File: src/rtl/pwm_dim_pkg.sv
package pwm_dim_pkg;

  typedef struct packed {
    logic int_pwm;
    logic hi_freq;
    logic phase_en;
    logic duty_int;
  } mode_t;

  localparam mode_t MODE_RST = '{int_pwm: 1'b0, hi_freq: 1'b0, phase_en: 1'b0, duty_int: 1'b0};

endpackage

File: src/rtl/pwm_dim_shadow.sv
module pwm_dim_shadow
  import pwm_dim_pkg::*;
#(
  parameter int DIV_W  = 8,
  parameter int DUTY_W = 10,
  parameter int REG_W  = 40
) (
  input  logic              clk_i,
  input  logic              rst_ni,
  input  logic              load_i,
  input  mode_t             mode_i,
  input  logic [DIV_W-1:0]  div_i,
  input  logic [REG_W-1:0]  regs_i,
  input  logic [DUTY_W-1:0] ext_i,
  output mode_t             mode_o,
  output logic [DIV_W-1:0]  div_o,
  output logic [REG_W-1:0]  regs_o,
  output logic [DUTY_W-1:0] ext_o
);

  always_ff @(posedge clk_i or negedge rst_ni) begin
    if (!rst_ni) begin
      mode_o <= MODE_RST;
      div_o  <= '0;
      regs_o <= '0;
      ext_o  <= '0;
    end else if (load_i) begin
      mode_o <= mode_i;
      div_o  <= div_i;
      regs_o <= regs_i;
      ext_o  <= ext_i;
    end
  end

endmodule

File: src/rtl/pwm_dim_timebase.sv
module pwm_dim_timebase #(
  parameter int DIV_W = 8,
  parameter int CNT_W = 10
) (
  input  logic             clk_i,
  input  logic             rst_ni,
  input  logic [DIV_W-1:0] div_i,
  input  logic             hi_freq_i,
  output logic [CNT_W-1:0] cnt_o,
  output logic             tick_o,
  output logic             reload_o
);

  logic             start_q;
  logic [DIV_W-1:0] pre_q;
  logic [CNT_W-1:0] cnt_q;
  logic [CNT_W-1:0] last;

  assign last     = hi_freq_i ? {1'b0, {(CNT_W-1){1'b1}}} : {CNT_W{1'b1}};
  assign tick_o   = (pre_q == div_i);
  assign reload_o = start_q | (tick_o & (cnt_q == last));
  assign cnt_o    = cnt_q;

  always_ff @(posedge clk_i or negedge rst_ni) begin
    if (!rst_ni) begin
      start_q <= 1'b1;
      pre_q   <= '0;
      cnt_q   <= '0;
    end else begin
      start_q <= 1'b0;
      if (reload_o) begin
        pre_q <= '0;
        cnt_q <= '0;
      end else if (tick_o) begin
        pre_q <= '0;
        cnt_q <= cnt_q + 1'b1;
      end else begin
        pre_q <= pre_q + 1'b1;
      end
    end
  end

endmodule

File: src/rtl/pwm_dim_lane.sv
module pwm_dim_lane #(
  parameter int N_STR  = 4,
  parameter int IDX    = 0,
  parameter int DUTY_W = 10
) (
  input  logic [DUTY_W-1:0] cnt_i,
  input  logic              hi_freq_i,
  input  logic              phase_en_i,
  input  logic [DUTY_W-1:0] duty_i,
  output logic              on_o
);

  localparam logic [DUTY_W-1:0] OFF_LO = DUTY_W'(IDX * (1 << DUTY_W) / N_STR);
  localparam logic [DUTY_W-1:0] OFF_HI = DUTY_W'(IDX * (1 << (DUTY_W-1)) / N_STR);

  logic [DUTY_W-1:0] off;
  logic [DUTY_W-1:0] sum;
  logic [DUTY_W-1:0] pos;
  logic [DUTY_W-1:0] deff;
  logic              full;

  always_comb begin
    off  = phase_en_i ? (hi_freq_i ? OFF_HI : OFF_LO) : '0;
    sum  = cnt_i + off;
    pos  = hi_freq_i ? {1'b0, sum[DUTY_W-2:0]} : sum;
    deff = hi_freq_i ? {1'b0, duty_i[DUTY_W-1:1]} : duty_i;
    full = hi_freq_i ? (&duty_i[DUTY_W-1:1]) : (&duty_i);
    on_o = full | (pos < deff);
  end

endmodule

File: src/rtl/pwm_dim_gen.sv
module pwm_dim_gen
  import pwm_dim_pkg::*;
#(
  parameter int N_STR  = 4,
  parameter int DIV_W  = 8,
  parameter int DUTY_W = 10
) (
  input  logic                    clk_i,
  input  logic                    rst_ni,
  input  logic                    hi_freq_i,
  input  logic                    phase_en_i,
  input  logic                    duty_int_i,
  input  logic                    int_pwm_i,
  input  logic [DIV_W-1:0]        div_i,
  input  logic [N_STR*DUTY_W-1:0] duty_regs_i,
  input  logic [DUTY_W-1:0]       ext_duty_i,
  input  logic                    ext_pwm_i,
  output logic [N_STR-1:0]        str_en_o
);

  localparam int CNT_W = DUTY_W;
  localparam int REG_W = N_STR * DUTY_W;

  mode_t             mode_in;
  mode_t             mode_q;
  logic [DIV_W-1:0]  div_q;
  logic [REG_W-1:0]  regs_q;
  logic [DUTY_W-1:0] ext_q;
  logic [CNT_W-1:0]  cnt_q;
  logic              tick;
  logic              reload;
  logic [N_STR-1:0]  lane_on;

  assign mode_in = '{int_pwm: int_pwm_i, hi_freq: hi_freq_i,
                     phase_en: phase_en_i, duty_int: duty_int_i};

  pwm_dim_shadow #(.DIV_W(DIV_W), .DUTY_W(DUTY_W), .REG_W(REG_W)) u_shadow (
    .clk_i  (clk_i),
    .rst_ni (rst_ni),
    .load_i (reload),
    .mode_i (mode_in),
    .div_i  (div_i),
    .regs_i (duty_regs_i),
    .ext_i  (ext_duty_i),
    .mode_o (mode_q),
    .div_o  (div_q),
    .regs_o (regs_q),
    .ext_o  (ext_q)
  );

  pwm_dim_timebase #(.DIV_W(DIV_W), .CNT_W(CNT_W)) u_timebase (
    .clk_i     (clk_i),
    .rst_ni    (rst_ni),
    .div_i     (div_q),
    .hi_freq_i (mode_q.hi_freq),
    .cnt_o     (cnt_q),
    .tick_o    (tick),
    .reload_o  (reload)
  );

  for (genvar k = 0; k < N_STR; k++) begin : g_lane
    logic [DUTY_W-1:0] duty_sel;
    assign duty_sel = mode_q.duty_int ? regs_q[k*DUTY_W +: DUTY_W] : ext_q;

    pwm_dim_lane #(.N_STR(N_STR), .IDX(k), .DUTY_W(DUTY_W)) u_lane (
      .cnt_i      (cnt_q),
      .hi_freq_i  (mode_q.hi_freq),
      .phase_en_i (mode_q.phase_en),
      .duty_i     (duty_sel),
      .on_o       (lane_on[k])
    );
  end

  // pass-through is combinational so the external edge is not delayed
  assign str_en_o = mode_q.int_pwm ? lane_on : {N_STR{ext_pwm_i}};

endmodule

File: config.mk
export PLATFORM = sky130hd
export DESIGN_NAME = pwm_dim_gen
export DESIGN_NICKNAME = d
export VERILOG_FILES = /design/src/rtl/pwm_dim_pkg.sv /design/src/rtl/pwm_dim_shadow.sv /design/src/rtl/pwm_dim_timebase.sv /design/src/rtl/pwm_dim_lane.sv /design/src/rtl/pwm_dim_gen.sv
export SDC_FILE = /design/constraint.sdc
export NUM_CORES = 1
export LEC_CHECK = 0
export BUFFER_PORTS_ARGS = -buffer_cell sky130_fd_sc_hd__buf_2
export CORE_ASPECT_RATIO = 1.2
export CORE_MARGIN = 8
export CORE_UTILIZATION = 42
export DETAILED_ROUTE_END_ITERATION = 16
export SLEW_MARGIN = 15
export SYNTH_ARGS = -nofsm -noshare
export SYNTH_HDL_FRONTEND = slang
export SYNTH_SLANG_ARGS = --single-unit
File: constraint.sdc
create_clock -name clk_i -period 2.6 [get_ports clk_i]
set_input_delay 0.13 -clock clk_i [delete_from_list [all_inputs] [get_ports clk_i]]
set_output_delay 0.13 -clock clk_i [all_outputs]
set_load 0.005 [all_outputs]
After elaboration in Yosys (flattened, before gate mapping) --
Index checks and enable logic that the tools add are counted. W data, S select, Z words.
Storage, ports and cells: flip-flop bits (word level) 81, input port bits 65, output and inout bits 4
Operators by class: add/sub/neg operators 5, $lt $le $gt $ge 4, equal/unequal tests 2, multiplexer cells 28, bitwise gates (word level) 6, reductions and logical operators 9
Operators by type and width (number):
- $mux W10 | 20
- $lt A10 B10 Y1 | 4
- $reduce_and A10 Y1 | 4
- $reduce_and A9 Y1 | 4
- $add A10 B10 Y10 | 3
- $mux W8 | 2
- $add A10 B1 Y10 const B | 1
- $eq A10 B10 Y1 | 1
- $mux W9 | 1
- $add A8 B1 Y8 const B | 1
- $eq A8 B8 Y1 | 1
- $or A1 B1 Y1 | 5
- $mux W1 | 4
- $mux W4 | 1
- $reduce_bool A2 Y1 | 1
- $and A1 B1 Y1 | 1

Logic depth before layout (Yosys ltp) --
Gate-level depths: netlist of run 1.
word-level depth 7, depth in mapped cells 14

Modules after synthesis --
A second synthesis of run 1 with hierarchy kept.
Second synthesis, totals: cell total of the unflattened synthesis 465, area, all modules 5718.0 um2
Modules (own cells, without submodules):
- pwm_dim_shadow | times used 1, cells each 131, area an instance 2606.2 um2, seq. area each 1551.5 um2
- pwm_dim_timebase | times used 1, cells each 116, area an instance 1131.1 um2, seq. area each 476.7 um2
- pwm_dim_gen | times used 1, cells each 48, area an instance 540.5 um2, seq. area each 0.0 um2
- pwm_dim_lane at g_lane[3].u_lane | times used 1, cells each 44, area an instance 379.1 um2, seq. area each 0.0 um2
- pwm_dim_lane at g_lane[1].u_lane | times used 1, cells each 44, area an instance 376.6 um2, seq. area each 0.0 um2
- pwm_dim_lane at g_lane[2].u_lane | times used 1, cells each 43, area an instance 359.1 um2, seq. area each 0.0 um2
- pwm_dim_lane at g_lane[0].u_lane | times used 1, cells each 39, area an instance 325.3 um2, seq. area each 0.0 um2

Least setup slack after synthesis of run 1 --
OpenSTA, ideal clock, no wires.
kind reg2out, start register u_shadow.mode_o[2] (netlist name), end output str_en_o[1], arrival 2.808 ns, data required time 2.470 ns, slack -0.338 ns, cell stages (with the launch flop) 14, buffers on the path 3, cell sequence dfrtp_1 > buf_4 > buf_4 > clkbuf_1 > and2_1 > ha_1 > fa_1 > xnor2_1 > nor2_1 > ha_1 > nand4_1 > nor3_1 > a211o_1 > a31oi_1
Between the ends: longest elaborated chain between the ends 7, elaborated cells on any way between the ends 9
RTL lines:
- start: declaration | line pwm_dim_shadow.sv:15 | output mode_t mode_o,
- start signal: assignment | line pwm_dim_shadow.sv:28 | mode_o <= mode_i;
- $mux W9 | line pwm_dim_lane.sv:23 | off = phase_en_i ? (hi_freq_i ? OFF_HI : OFF_LO) : '0;
- $mux W10 | line pwm_dim_lane.sv:23
- $add A10 B10 Y10 | line pwm_dim_lane.sv:24 | sum = cnt_i + off;
- $mux W10 | line pwm_dim_lane.sv:25 | pos = hi_freq_i ? {1'b0, sum[DUTY_W-2:0]} : sum;
- $lt A10 B10 Y1 | line pwm_dim_lane.sv:28 | on_o = full | (pos < deff);
- $or A1 B1 Y1 * | line pwm_dim_lane.sv:28
- $mux W4 * | line pwm_dim_gen.sv:75 | assign str_en_o = mode_q.int_pwm ? lane_on : {N_STR{ext_pwm_i}};
- end: declaration | line pwm_dim_gen.sv:18 | output logic [N_STR-1:0] str_en_o
Mark *: on every way between the ends. The rest lies on a longest branch, timed or not.

Worst setup path after layout of run 1 --
start register u_shadow.mode_o[1] (netlist name), end output str_en_o[1]
Between the ends: longest elaborated chain between the ends 6
RTL lines (line):
- $mux W10 | pwm_dim_lane.sv:23
- $add A10 B10 Y10 | pwm_dim_lane.sv:24
- $mux W10 | pwm_dim_lane.sv:25
- $lt A10 B10 Y1 | pwm_dim_lane.sv:28
- $or A1 B1 Y1 | pwm_dim_lane.sv:28
- $mux W4 | pwm_dim_gen.sv:75
Every way passes these cells.

==> key figures, run 1 <==
Clock tree
  – Clock slew at reported path FFs: about 0.060 ns
  – Clock Root Buffer: clkbuf_16
  – CTS tree: built
  – CTS buffer count: 9
  – CTS Sinks: 81
  – H-tree levels: 3
  – Worst-skew pair later-pin latency: 0.34 ns
  – Max clock buf depth: 2

Drt
  – Number of iterations in the first detailed-routing pass: 5
  – Final WL: 16100 um
  – DR iter-0 viols: about 250
  – Routed WL per cell: 20.1 um
  – Antenna-violating nets left: 0
  – Via count: between 4000 and 5000
  – Via density: 5.59
  – Drt drc: 0

Global routing
  – Largest net degree at the start of global routing: 53
  – Vias in the first global route: 4695
  – First-pass GRT wire length: 25500 um
  – Initial antenna violation count: 0
  – GRT Total Usage: 18.9%
  – Total gr overflow: 0

Synthesis
  – Top cell type by total area after synthesis: dfrtp_1
  – Most frequent cells after synthesis: dfrtp_1 (80), mux2_4 (60), a21oi_1 (47)
  – Top_reg_cell synth: dfrtp_1
  – Async S/R FF share, synth: 100%
  – EDFF count, synth: 0
  – Avg Inst Size Synth: 10.8 um2
  – Yosys cell types: between 50 and 60
  – Most common cell in the netlist: dfrtp_1
  – Mapped Area: approximately 5700 um2
  – Syn Nets: 632
  – Top cell type's share of synthesized area: 35.3%
  – Post-Syn Instances: roughly 520
  – Yosys reg bits: 81
  – Synth area leaders: dfrtp_1 (35%), mux2_4 (16%), ha_1 (9.0%)
  – Seq/Total Area, Yosys: between 30% and 40%
  – Ys Warns: 0

Power
  – Worst vdd ir: 0.269 mV
  – Gate power share: 26.7%
  – Sw frac: ~30%
  – Pleak: roughly 0.0034 uW
  – Internal Power: 2660 uW
  – Power Total: 3810 uW
  – Power Dens Cells: 552 nW/um2
  – Clock Power Share: between 30% and 40%
  – Switching power: 1140 uW
  – Flop pwr share: 39.3%

Critical path
  – Worst EP arrival: 2.72 ns
  – Crit Path Class: reg -> out
  – Max stage delay on crit path: 0.38 ns
  – WP buf/inv: 1
  – CP max-delay cell: dfrtp_1
  – Top Family by Delay on Critical Path: adder cells
  – Worst setup EP type: primary output
  – Crit-path max FO: 3
  – Setup crit start kind: flip-flop
  – WP data required: about 2.5 ns
  – CP Cell Sequence: and2_4 -> ha_4 -> fa_2 -> xnor2_2 -> nor2_1 -> ha_1 -> nand4_1 -> nor3_1 -> a211o_1 -> a31oi_2 -> buf_2

Floorplanning
  – IO Pins: ~70
  – Die W: 122 um
  – Starting density of the core: 42.9%
  – Row count: 46
  – Die height: 143 um
  – Die area: 17500 um2
  – Core ar.: 13200 um2

STA
  – Final setup violation count: 4
  – Final Slew Violations: 0
  – Final min period: ~2.8 ns
  – Hold WS: 0.0136 ns
  – Max Fclk: about 0.35 GHz
  – Fin crit share: 110%
  – Unrepaired setup endpoints after global routing: true
  – Final worst slack: -0.249 ns
  – Max_slew headroom: 59.5%
  – Fin. Hold Viols: 0
  – Worst-margin pin slew: about 0.6 ns
  – Worst Skew: 0.00986 ns
  – Final TNS setup: -0.723 ns

Placed design
  – Post-DP HPWL: 12100 um
  – Global placement routability congestion: 0.951
  – Number of port buffers: 68

Final layout
  – Layout cells sized above 1: 36.7%
  – Nets@finish: between 700 and 800
  – FILL cells: 1199
  – Sequential cell area: 2030 um2
  – N_diodes: 0
  – Footprint of the multi-input gates: 3460 um2
  – Syn-to-layout area delta: 21.4%

Run status
  – Violated checks: negative setup slack
  – Outcome: finished, violations left

Run
  – Max Cap Viol: 0

Min path
  – Tightest Hold Check Type: in -> reg
==> power groups by stage <==
stage | sequential [uW] | combinational [uW] | clock [uW]
floorplan | 1460 | 668 | 0
global placement | 1510 | 914 | 0
detailed placement | 1520 | 933 | 0
CTS | 1490 | 994 | 1320
global route | 1500 | 1110 | 1360
finish | 1490 | 1020 | 1290
==> per-layer routing <==
metal  global-route usage, %  share of wire, %  vias to the layer above
li1                        -                 -                     2100
met3                    3.81               4.5                       47
met4                    9.77               4.2                        0
met2                    29.0                46                      147
met5                       0                 0                        -
met1                    24.5                45                     2181
==> cell families after synthesis <==
family                   count (synthesis)  synth area share, %
AO/OA/AOI/OAI                           99                 10.8
other                                    1               0.0660
buffers and inverters                   50                 5.46
flip-flops                              81                 35.7
multiplexers                            83                 22.0
XOR/XNOR                                21                 3.24
adder cells (fa/ha/maj)                 43                 9.74
AND/OR/NAND/NOR                        146                 13.0
==> cell usage in the layout (no fill, tap or decap), types with 10 or more instances in the layout <==
cell / instances
mux2i_1: 10
xor2_1: 17
o21ai_0: 10
nor3_1: 11
nand4_1: 11
nand2_1: 35
a21oi_1: 42
buf_4: 36
nand3_1: 20
buf_2: 68
mux2_4: 60
inv_1: 26
nor2_1: 34
dfrtp_1: 78
ha_1: 39
==> state kept, by name, indices dropped and copies added, names as in the netlist <==
register / cells
u_shadow.div_o: 8
u_shadow.mode_o: 4
u_shadow.ext_o: 10
u_timebase.pre_q: 8
u_shadow.regs_o: 40
u_timebase.cnt_o: 10
u_timebase.start_q: 1
==> what timing repair did <==
| action | CTS | global route |
|---|---|---|
| cloned | 1 | 0 |
| hold endpoints to repair | 28 | 0 |
| gates resized for setup | 20 | 11 |
| hold buffers | 1 | 0 |
| setup endpoints to repair | 4 | 4 |
| pin swaps | 6 | 3 |
| setup buffers | 5 | 0 |
==> per-stage QoR <==
step	setup WS (ns)	cell area (um2)	utilization, %	cells
floorplan	-0.0680	5720	-	524
global placement	-0.107	6390	48.3	777
detailed placement	-0.138	6390	48.3	777
CTS	-0.263	6850	51.7	800
global route	-0.360	6900	52.1	800
finish	-0.249	6900	52.1	800
==> worst paths after layout <==
check,end,slack (ns),start,cells past startpoint
setup / recovery,str_en_o[1],-0.25,u_shadow.mode_o[1]$_DFFE_PN0N_,11
hold / removal,u_shadow.regs_o[24]$_DFFE_PN0N_,0.01,duty_regs_i[24],2
setup reg to reg,u_timebase.cnt_o[7]$_DFFE_PN0P_,0.17,u_timebase.pre_q[1]$_DFF_PN0_,5
hold reg to reg,u_shadow.ext_o[0]$_DFFE_PN0N_,0.52,u_shadow.ext_o[0]$_DFFE_PN0N_,1
max in group asynchronous,u_shadow.ext_o[4]$_DFFE_PN0N_,1.71,rst_ni,3
min in group asynchronous,u_shadow.div_o[0]$_DFFE_PN0N_,0.26,rst_ni,2
==> area by class of cell <==
type                       count  area share, %
clock buffer                  11           3.52
clock inverter                 5          0.798
inverter                      28           1.56
multi-input combinational    393           50.2
sequential                    81           29.5
tap                          168           3.05
timing repair buffer         114           11.5
Note: power is estimated with default switching activity, not from simulation.
==> inputs of run 2 (changes only) <==
--- a/constraint.sdc
+++ b/constraint.sdc
@@ -3,2 +3,2 @@
 set_output_delay 0.13 -clock clk_i [all_outputs]
-set_load 0.005 [all_outputs]
+set_load 0.1 [all_outputs]
==> run 2 against run 1 <==
Against the previous run: the flow still finishes with violations (negative setup slack); global-route usage is 0.60 points lower; count of clock-buffer cells in the layout stayed put; routed wire length is 4.3% lower; first-iteration DRC count is 15% higher; largest cell class unchanged; highest routed layer unchanged.
==> key figures, run 2 (synthesis gave the netlist of run 1 again) <==
STA
  – Max_slew headroom: 53.2% (was 59.5%)
  – Max Fclk: 0.335 GHz (was 0.351 GHz)
  – Final TNS setup: -1.25 ns (was -0.723 ns)
  – Final Slew Violations: 0 (unchanged)
  – Fin crit share: 115% (was 110%)
  – Final min period: 2.98 ns (was 2.85 ns)
  – Final setup violation count: 4 (unchanged)
  – Final worst slack: -0.382 ns (was -0.249 ns)
  – Worst Skew: 0.0101 ns (was 0.00986 ns)
  – Unrepaired setup endpoints after global routing: true (unchanged)
  – Fin. Hold Viols: 0 (unchanged)
  – Worst-margin pin slew: 0.703 ns (was 0.602 ns)

Min path
  – Min-Delay Path Depth: 2 (unchanged)
  – Tightest Hold Check Type: in -> reg (unchanged)

Final layout
  – FILL cells: 1199 (unchanged)
  – Max reg flops: 40 (unchanged)
  – Layout cells sized above 1: 37.5% (was 36.7%)
  – Sequential cell area: 2030 um2 (about the same)
  – Syn-to-layout area delta: 22.8% (was 21.4%)
  – Most frequent cells in the layout: dfrtp_1 (79), buf_2 (63), mux2_4 (60) (was dfrtp_1 (78), buf_2 (68), mux2_4 (60))
  – Footprint of the multi-input gates: 3490 um2 (was 3460 um2)
  – Final Core Density: 52.7% (was 52.1%)
  – N_diodes: 0 (unchanged)
  – Biggest register: u_shadow.regs_o (unchanged)
  – Most common cell after layout, fill and taps aside: dfrtp_1 (unchanged)
  – Nets@finish: 741 (was 735)

Floorplanning
  – IO Pins: 69 (unchanged)
  – Die height: 143 um (unchanged)
  – Starting density of the core: 42.9% (unchanged)
  – Row count: 46 (unchanged)
  – Die W: 122 um (unchanged)
  – Core ar.: 13200 um2 (unchanged)
  – Die area: 17500 um2 (unchanged)

Critical path
  – WP data required: 2.47 ns (about the same)
  – Worst EP arrival: 2.85 ns (was 2.72 ns)
  – Crit Path Class: reg -> out (unchanged)
  – Crit-path max FO: 3 (unchanged)
  – Setup crit start kind: flip-flop (unchanged)
  – R2R setup slack: 0.12 ns (was 0.17 ns)
  – Worst setup EP type: primary output (unchanged)
  – FF-to-FF path depth: 8 (was 5)

Power
  – Clock Power Share: 33.4% (was 34.0%)
  – Switching power: 1220 uW (was 1140 uW)
  – Internal Power: 2700 uW (was 2660 uW)
  – Pleak: 0.00342 uW (was 0.00336 uW)
  – Worst vdd ir: 0.366 mV (was 0.269 mV)
  – Flop pwr share: 38.0% (was 39.3%)
  – Gate power share: 28.6% (was 26.7%)
  – Sw frac: 31.2% (was 30.0%)
  – Power Dens Cells: 563 nW/um2 (was 552 nW/um2)

Global routing
  – Initial antenna violation count: 0 (unchanged)
  – Vias in the first global route: 4631 (was 4695)
  – Total gr overflow: 0 (unchanged)
  – Largest net degree at the start of global routing: 58 (was 53)
  – GRT Total Usage: 18.3% (was 18.9%)
  – First-pass GRT wire length: 24600 um (was 25500 um)

Clock tree
  – H-tree levels: 3 (unchanged)
  – Worst-skew pair later-pin latency: 0.34 ns (about the same)
  – Clock slew at reported path FFs: 0.06 ns (about the same)
  – CTS Sinks: 81 (unchanged)
  – Max clock buf depth: 2 (unchanged)
  – CTS buffer count: 9 (unchanged)
  – CTS tree: built (unchanged)
  – Clock Root Buffer: clkbuf_16 (unchanged)

Run status
  – Outcome: finished, violations left (unchanged)
  – Violated checks: negative setup slack (unchanged)

Drt
  – Number of iterations in the first detailed-routing pass: 4 (was 5)
  – Via density: 5.50 (was 5.59)
  – Final WL: 15400 um (was 16100 um)
  – Via count: 4429 (was 4475)
  – Antenna-violating nets left: 0 (unchanged)
  – DR iter-0 viols: 282 (was 245)
  – Routed WL per cell: 19.1 um (was 20.1 um)
  – Drt drc: 0 (unchanged)

Run
  – Max Cap Viol: 0 (unchanged)

Placed design
  – Post-DP HPWL: 12000 um (was 12100 um)
  – Global placement routability congestion: 0.900 (was 0.951)
  – Number of port buffers: 68 (unchanged)
-- run 2: per-stage QoR --
stage               cell area (um2)  worst slack [ns]  std cells  total power (uW)  hold WS [ns]
global route                   6970            -0.473        806              4100        0.0107
global placement               6570         -0.000797        786              2560         0.215
floorplan                      5820            -0.548        524              2230        -0.166
detailed placement             6570           -0.0509        786              2580         0.223
CTS                            6940            -0.391        805              3940       0.00682
finish                         6970            -0.382        806              3930        0.0173
-- run 2: area by class of cell --
class	count	area share (%)
clock buffer	11	3.48
clock inverter	5	0.879
inverter	28	1.51
multi-input combinational	393	50.1
sequential	81	29.1
tap	168	3.02
timing repair buffer	120	11.9
-- run 2: timing repair --
action | CTS | global route
gates resized for setup | 10 | 6
hold buffers | 1 | 0
endpoints found under the setup margin | 4 | 35
endpoints found under the hold margin | 55 | 0
setup buffers | 2 | 1
pin swaps | 2 | 0
-- run 2: power groups by stage --
stage / registers, uW / clock network [uW] / logic [uW]
6_report: 1490 / 1310 / 1120
5_1_grt: 1500 / 1380 / 1220
4_1_cts: 1490 / 1340 / 1110
3_5_place_dp: 1510 / 0 / 1070
3_3_place_gp: 1510 / 0 / 1050
2_1_floorplan: 1460 / 0 / 768
-- run 2: worst max-delay path: stages, from the launching register on --
cell	delay [ns]
dfrtp_1	0.40
and2_4	0.18
ha_4	0.16
fa_2	0.35
xnor2_2	0.14
nor2_1	0.11
ha_1	0.27
a21oi_1	0.15
o21ai_1	0.08
a211o_1	0.26
a31oi_4	0.22
buf_12	0.20
-- run 2: path summary, 6_finish.rpt --
kind / startpoint / to
min in group asynchronous: rst_ni / u_timebase.pre_q[0]$_DFF_PN0_
worst max register to register: u_shadow.mode_o[2]$_DFFE_PN0N_ / u_shadow.regs_o[9]$_DFFE_PN0N_
max in group asynchronous: rst_ni / u_timebase.start_q$_DFF_PN1_
worst max-delay path: u_shadow.mode_o[1]$_DFFE_PN0N_ / str_en_o[1]
worst min-delay path: duty_regs_i[15] / u_shadow.regs_o[15]$_DFFE_PN0N_
worst min register to register: u_shadow.regs_o[30]$_DFFE_PN0N_ / u_shadow.regs_o[30]$_DFFE_PN0N_
-- run 2: per-layer routing --
metal | global-route usage, % | share of wire, %
met1 | 23.0 | 44
met5 | 0 | 0
met3 | 3.14 | 3.7
met2 | 30.4 | 50
met4 | 7.26 | 2.4
==> inputs of run 3 (changes only) <==
--- a/config.mk
+++ b/config.mk
@@ -15,2 +15,3 @@
 export SYNTH_HDL_FRONTEND = slang
+export SYNTH_HIERARCHICAL = 1
 export SYNTH_SLANG_ARGS = --single-unit
==> constraint.sdc (replaced) <==
create_clock -name clk_i -period 2.6 [get_ports clk_i]
set_input_delay 0 -clock clk_i [delete_from_list [all_inputs] [get_ports clk_i]]
set_output_delay 0 -clock clk_i [all_outputs]
set_load 0.1 [all_outputs]
==> run 3 against run 2 <==
Against the previous run: the run still ends with negative setup slack left; routed wire length decreased by 6.9%; fmax increased by 5.7%; combinational power increased by 46%; global-route usage decreased by 1.0 points; clock skew decreased by 0.0028 ns; first-iteration DRC count decreased by 15%; area after synthesis increased by 0.68%; total power increased by 19%; synthesized cell count decreased by 11%; non-clock buffer count increased by 33; sequential power increased by 7%; hold slack improved by 0.34 ns; largest power group is now combinational cells.
==> key figures, run 3 <==
Synthesis
  – Top cell type's share of synthesized area: 35.0% (was 35.3%)
  – Synth area leaders: dfrtp_1 (35%), mux2_4 (17%), mux2_2 (9.5%) (was dfrtp_1 (35%), mux2_4 (16%), ha_1 (9.0%))
  – Yosys reg bits: 81 (unchanged)
  – Top_reg_cell synth: dfrtp_1 (unchanged)
  – Post-Syn Instances: 465 (was 524)
  – Most common cell in the netlist: dfrtp_1 (unchanged)
  – Yosys cell types: 43 (was 59)
  – Seq/Total Area, Yosys: 35.5% (was 35.7%)
  – Top cell type by total area after synthesis: dfrtp_1 (unchanged)
  – EDFF count, synth: 0 (unchanged)
  – Ys Warns: 6 (was 0)
  – Async S/R FF share, synth: 100% (unchanged)
  – Most frequent cells after synthesis: dfrtp_1 (80), mux2_4 (64), mux2_2 (48) (was dfrtp_1 (80), mux2_4 (60), a21oi_1 (47))
  – Avg Inst Size Synth: 12.3 um2 (was 10.8 um2)
  – Mapped Area: 5720 um2 (was 5680 um2)
  – Syn Nets: 573 (was 632)

Run status
  – Outcome: finished, violations left (unchanged)
  – Violated checks: negative setup slack (unchanged)

Final layout
  – Most frequent cells in the layout: dfrtp_1 (78), mux2_4 (71), dlygate4sd3_1 (63), buf_2 (63), mux2_2 (41) (was dfrtp_1 (79), buf_2 (63), mux2_4 (60))
  – Nets@finish: 717 (was 741)
  – Most common cell after layout, fill and taps aside: dfrtp_1 (unchanged)
  – Max reg flops: 40 (unchanged)
  – Syn-to-layout area delta: 29.2% (was 22.8%)
  – Biggest register: u_shadow/regs_o (was u_shadow.regs_o)
  – N_diodes: 0 (unchanged)
  – Final Core Density: 55.8% (was 52.7%)
  – Layout cells sized above 1: 38.0% (was 37.5%)

Critical path
  – Crit-path max FO: 18 (was 3)
  – Crit Path Class: reg -> out (unchanged)
  – Worst EP arrival: 2.82 ns (was 2.85 ns)
  – Worst setup EP type: primary output (unchanged)
  – Setup crit start kind: flip-flop (unchanged)
  – WP data required: 2.60 ns (was 2.47 ns)

STA
  – Worst Skew: 0.00729 ns (was 0.0101 ns)
  – Final Slew Violations: 0 (unchanged)
  – Final setup violation count: 4 (unchanged)
  – Unrepaired setup endpoints after global routing: true (unchanged)
  – Worst-margin pin slew: 1.04 ns (was 0.703 ns)
  – Max_slew headroom: 30.9% (was 53.2%)
  – Final worst slack: -0.223 ns (was -0.382 ns)
  – Hold WS: 0.352 ns (was 0.0173 ns)
  – Max Fclk: 0.354 GHz (was 0.335 GHz)
  – Fin. Hold Viols: 0 (unchanged)
  – Final min period: 2.82 ns (was 2.98 ns)
  – Fin crit share: 109% (was 115%)

Clock tree
  – CTS buffer count: 9 (unchanged)
  – Clock slew at reported path FFs: 0.06 ns (about the same)
  – H-tree levels: 3 (unchanged)
  – Clock Root Buffer: clkbuf_16 (unchanged)
  – CTS tree: built (unchanged)
  – CTS Sinks: 81 (unchanged)
  – Max clock buf depth: 2 (unchanged)
  – Worst-skew pair later-pin latency: 0.35 ns (was 0.34 ns)

Drt
  – Final WL: 14300 um (was 15400 um)
  – Antenna-violating nets left: 0 (unchanged)
  – Drt drc: 0 (unchanged)
  – Via count: 4171 (was 4429)
  – Via density: 5.34 (was 5.50)
  – Routed WL per cell: 18.4 um (was 19.1 um)
  – DR iter-0 viols: 240 (was 282)
  – Number of iterations in the first detailed-routing pass: 4 (unchanged)

Power
  – Switching power: 1410 uW (was 1220 uW)
  – Flop pwr share: 34.1% (was 38.0%)
  – Power Total: 4660 uW (was 3930 uW)
  – Gate power share: 35.0% (was 28.6%)
  – Pleak: 0.00341 uW (was 0.00342 uW)
  – Power Dens Cells: 630 nW/um2 (was 563 nW/um2)
  – Worst vdd ir: 0.440 mV (was 0.366 mV)
  – Sw frac: 30.4% (was 31.2%)
  – Internal Power: 3240 uW (was 2700 uW)
  – Clock Power Share: 30.8% (was 33.4%)

Floorplanning
  – Die height: 144 um (was 143 um)
  – Starting density of the core: 43.2% (was 42.9%)
  – Die W: 123 um (was 122 um)
  – Core ar.: 13200 um2 (unchanged)
  – Row count: 46 (unchanged)
  – IO Pins: 69 (unchanged)
  – Die area: 17600 um2 (was 17500 um2)

Global routing
  – GRT Total Usage: 17.2% (was 18.3%)
  – Largest net degree at the start of global routing: 82 (was 58)
  – First-pass GRT wire length: 23300 um (was 24600 um)
  – Initial antenna violation count: 0 (unchanged)
  – Total gr overflow: 0 (unchanged)
  – Vias in the first global route: 4495 (was 4631)

Placed design
  – Number of port buffers: 68 (unchanged)
  – Global placement routability congestion: 0.875 (was 0.900)
  – Post-DP HPWL: 10000 um (was 12000 um)

Min path
  – Tightest Hold Check Type: in -> async (was in -> reg)

Run
  – Max Cap Viol: 0 (unchanged)
run 3: cells by family (layout without fill, tap and decap cells):
family / Yosys count / after routing / share of synthesized area [%]
adder cells (fa/ha/maj): 43 / 43 / 9.67
AND/OR/NAND/NOR: 97 / 97 / 9.23
buffers and inverters: 27 / 175 / 4.42
flip-flops: 81 / 81 / 35.5
XOR/XNOR: 20 / 20 / 3.06
AO/OA/AOI/OAI: 51 / 51 / 6.04
other: 1 / 1 / 0.0656
multiplexers: 145 / 145 / 32.0
run 3: per-layer routing:
layer / global-route usage, % / up-vias / wire length [um]
met3: 3.30 / 21 / 599
met4: 7.20 / 0 / 314
met1: 22.2 / 2051 / 6400
li1: - / 2016 / -
met5: 0 / - / 0
met2: 27.5 / 83 / 7020
run 3: final timing paths:
kind | startpoint | to | slack, ns | cells after the start
setup / recovery | u_shadow/mode_o[0]$_DFFE_PN0P_ | str_en_o[0] | -0.22 | 10
hold / removal | rst_ni | u_shadow/regs_o[33]$_DFFE_PN0P_ | 0.35 | 2
setup reg to reg | u_shadow/mode_o[2]$_DFFE_PN0P_ | u_shadow/ext_o[9]$_DFFE_PN0P_ | 0.31 | 7
hold reg to reg | u_timebase/pre_q[0]$_DFF_PN0_ | u_timebase/pre_q[0]$_DFF_PN0_ | 0.50 | 1
max in group asynchronous | rst_ni | u_shadow/mode_o[0]$_DFFE_PN0P_ | 1.47 | 2
min in group clk_i | ext_duty_i[7] | u_shadow/ext_o[7]$_DFFE_PN0P_ | 0.42 | 3
run 3: final cells by class:
cell class | instances | area (um2)
multi-input combinational | 357 | 3510
clock inverter | 6 | 108
tap | 168 | 210
fill | 1145 | 5850
timing repair buffer | 153 | 1280
inverter | 7 | 26.3
clock buffer | 9 | 225
sequential | 81 | 2030
run 3: critical path, stage by stage (launching register included):
cell and delay (ns):
dfrtp_2 0.41, buf_8 0.18, mux2_2 0.38, mux2i_1 0.20
ha_1 0.19, nand4_1 0.11, a211o_1 0.28, a31oi_1 0.15
o21ai_1 0.09, mux2_2 0.31, buf_12 0.17
run 3: power by group through the flow:
stage | Clock, uW | Sequential (uW) | Combinational (uW)
floorplan | 0 | 1530 | 1150
detailed placement | 0 | 1600 | 1480
global route | 1510 | 1610 | 1780
global placement | 0 | 1610 | 1430
finish | 1440 | 1590 | 1630
CTS | 1460 | 1590 | 1620
run 3: repair_timing:
item / CTS / global route
setup endpoints to repair: 4 / 4
gates cloned: 1 / 0
pin swaps: 14 / 3
resized for setup: 15 / 6
endpoints found under the hold margin: 142 / 0
hold buffers: 63 / 0
setup buffers: 4 / 0
run 3: metrics by stage:
step	std cells	area [um2]	worst slack, ns	TNS, ns
detailed placement	698	6290	0.0864	0
finish	781	7390	-0.223	-0.765
floorplan	465	5730	0.0243	0
global placement	698	6290	0.144	0
CTS	781	7370	-0.230	-0.849
global route	781	7390	-0.329	-1.27
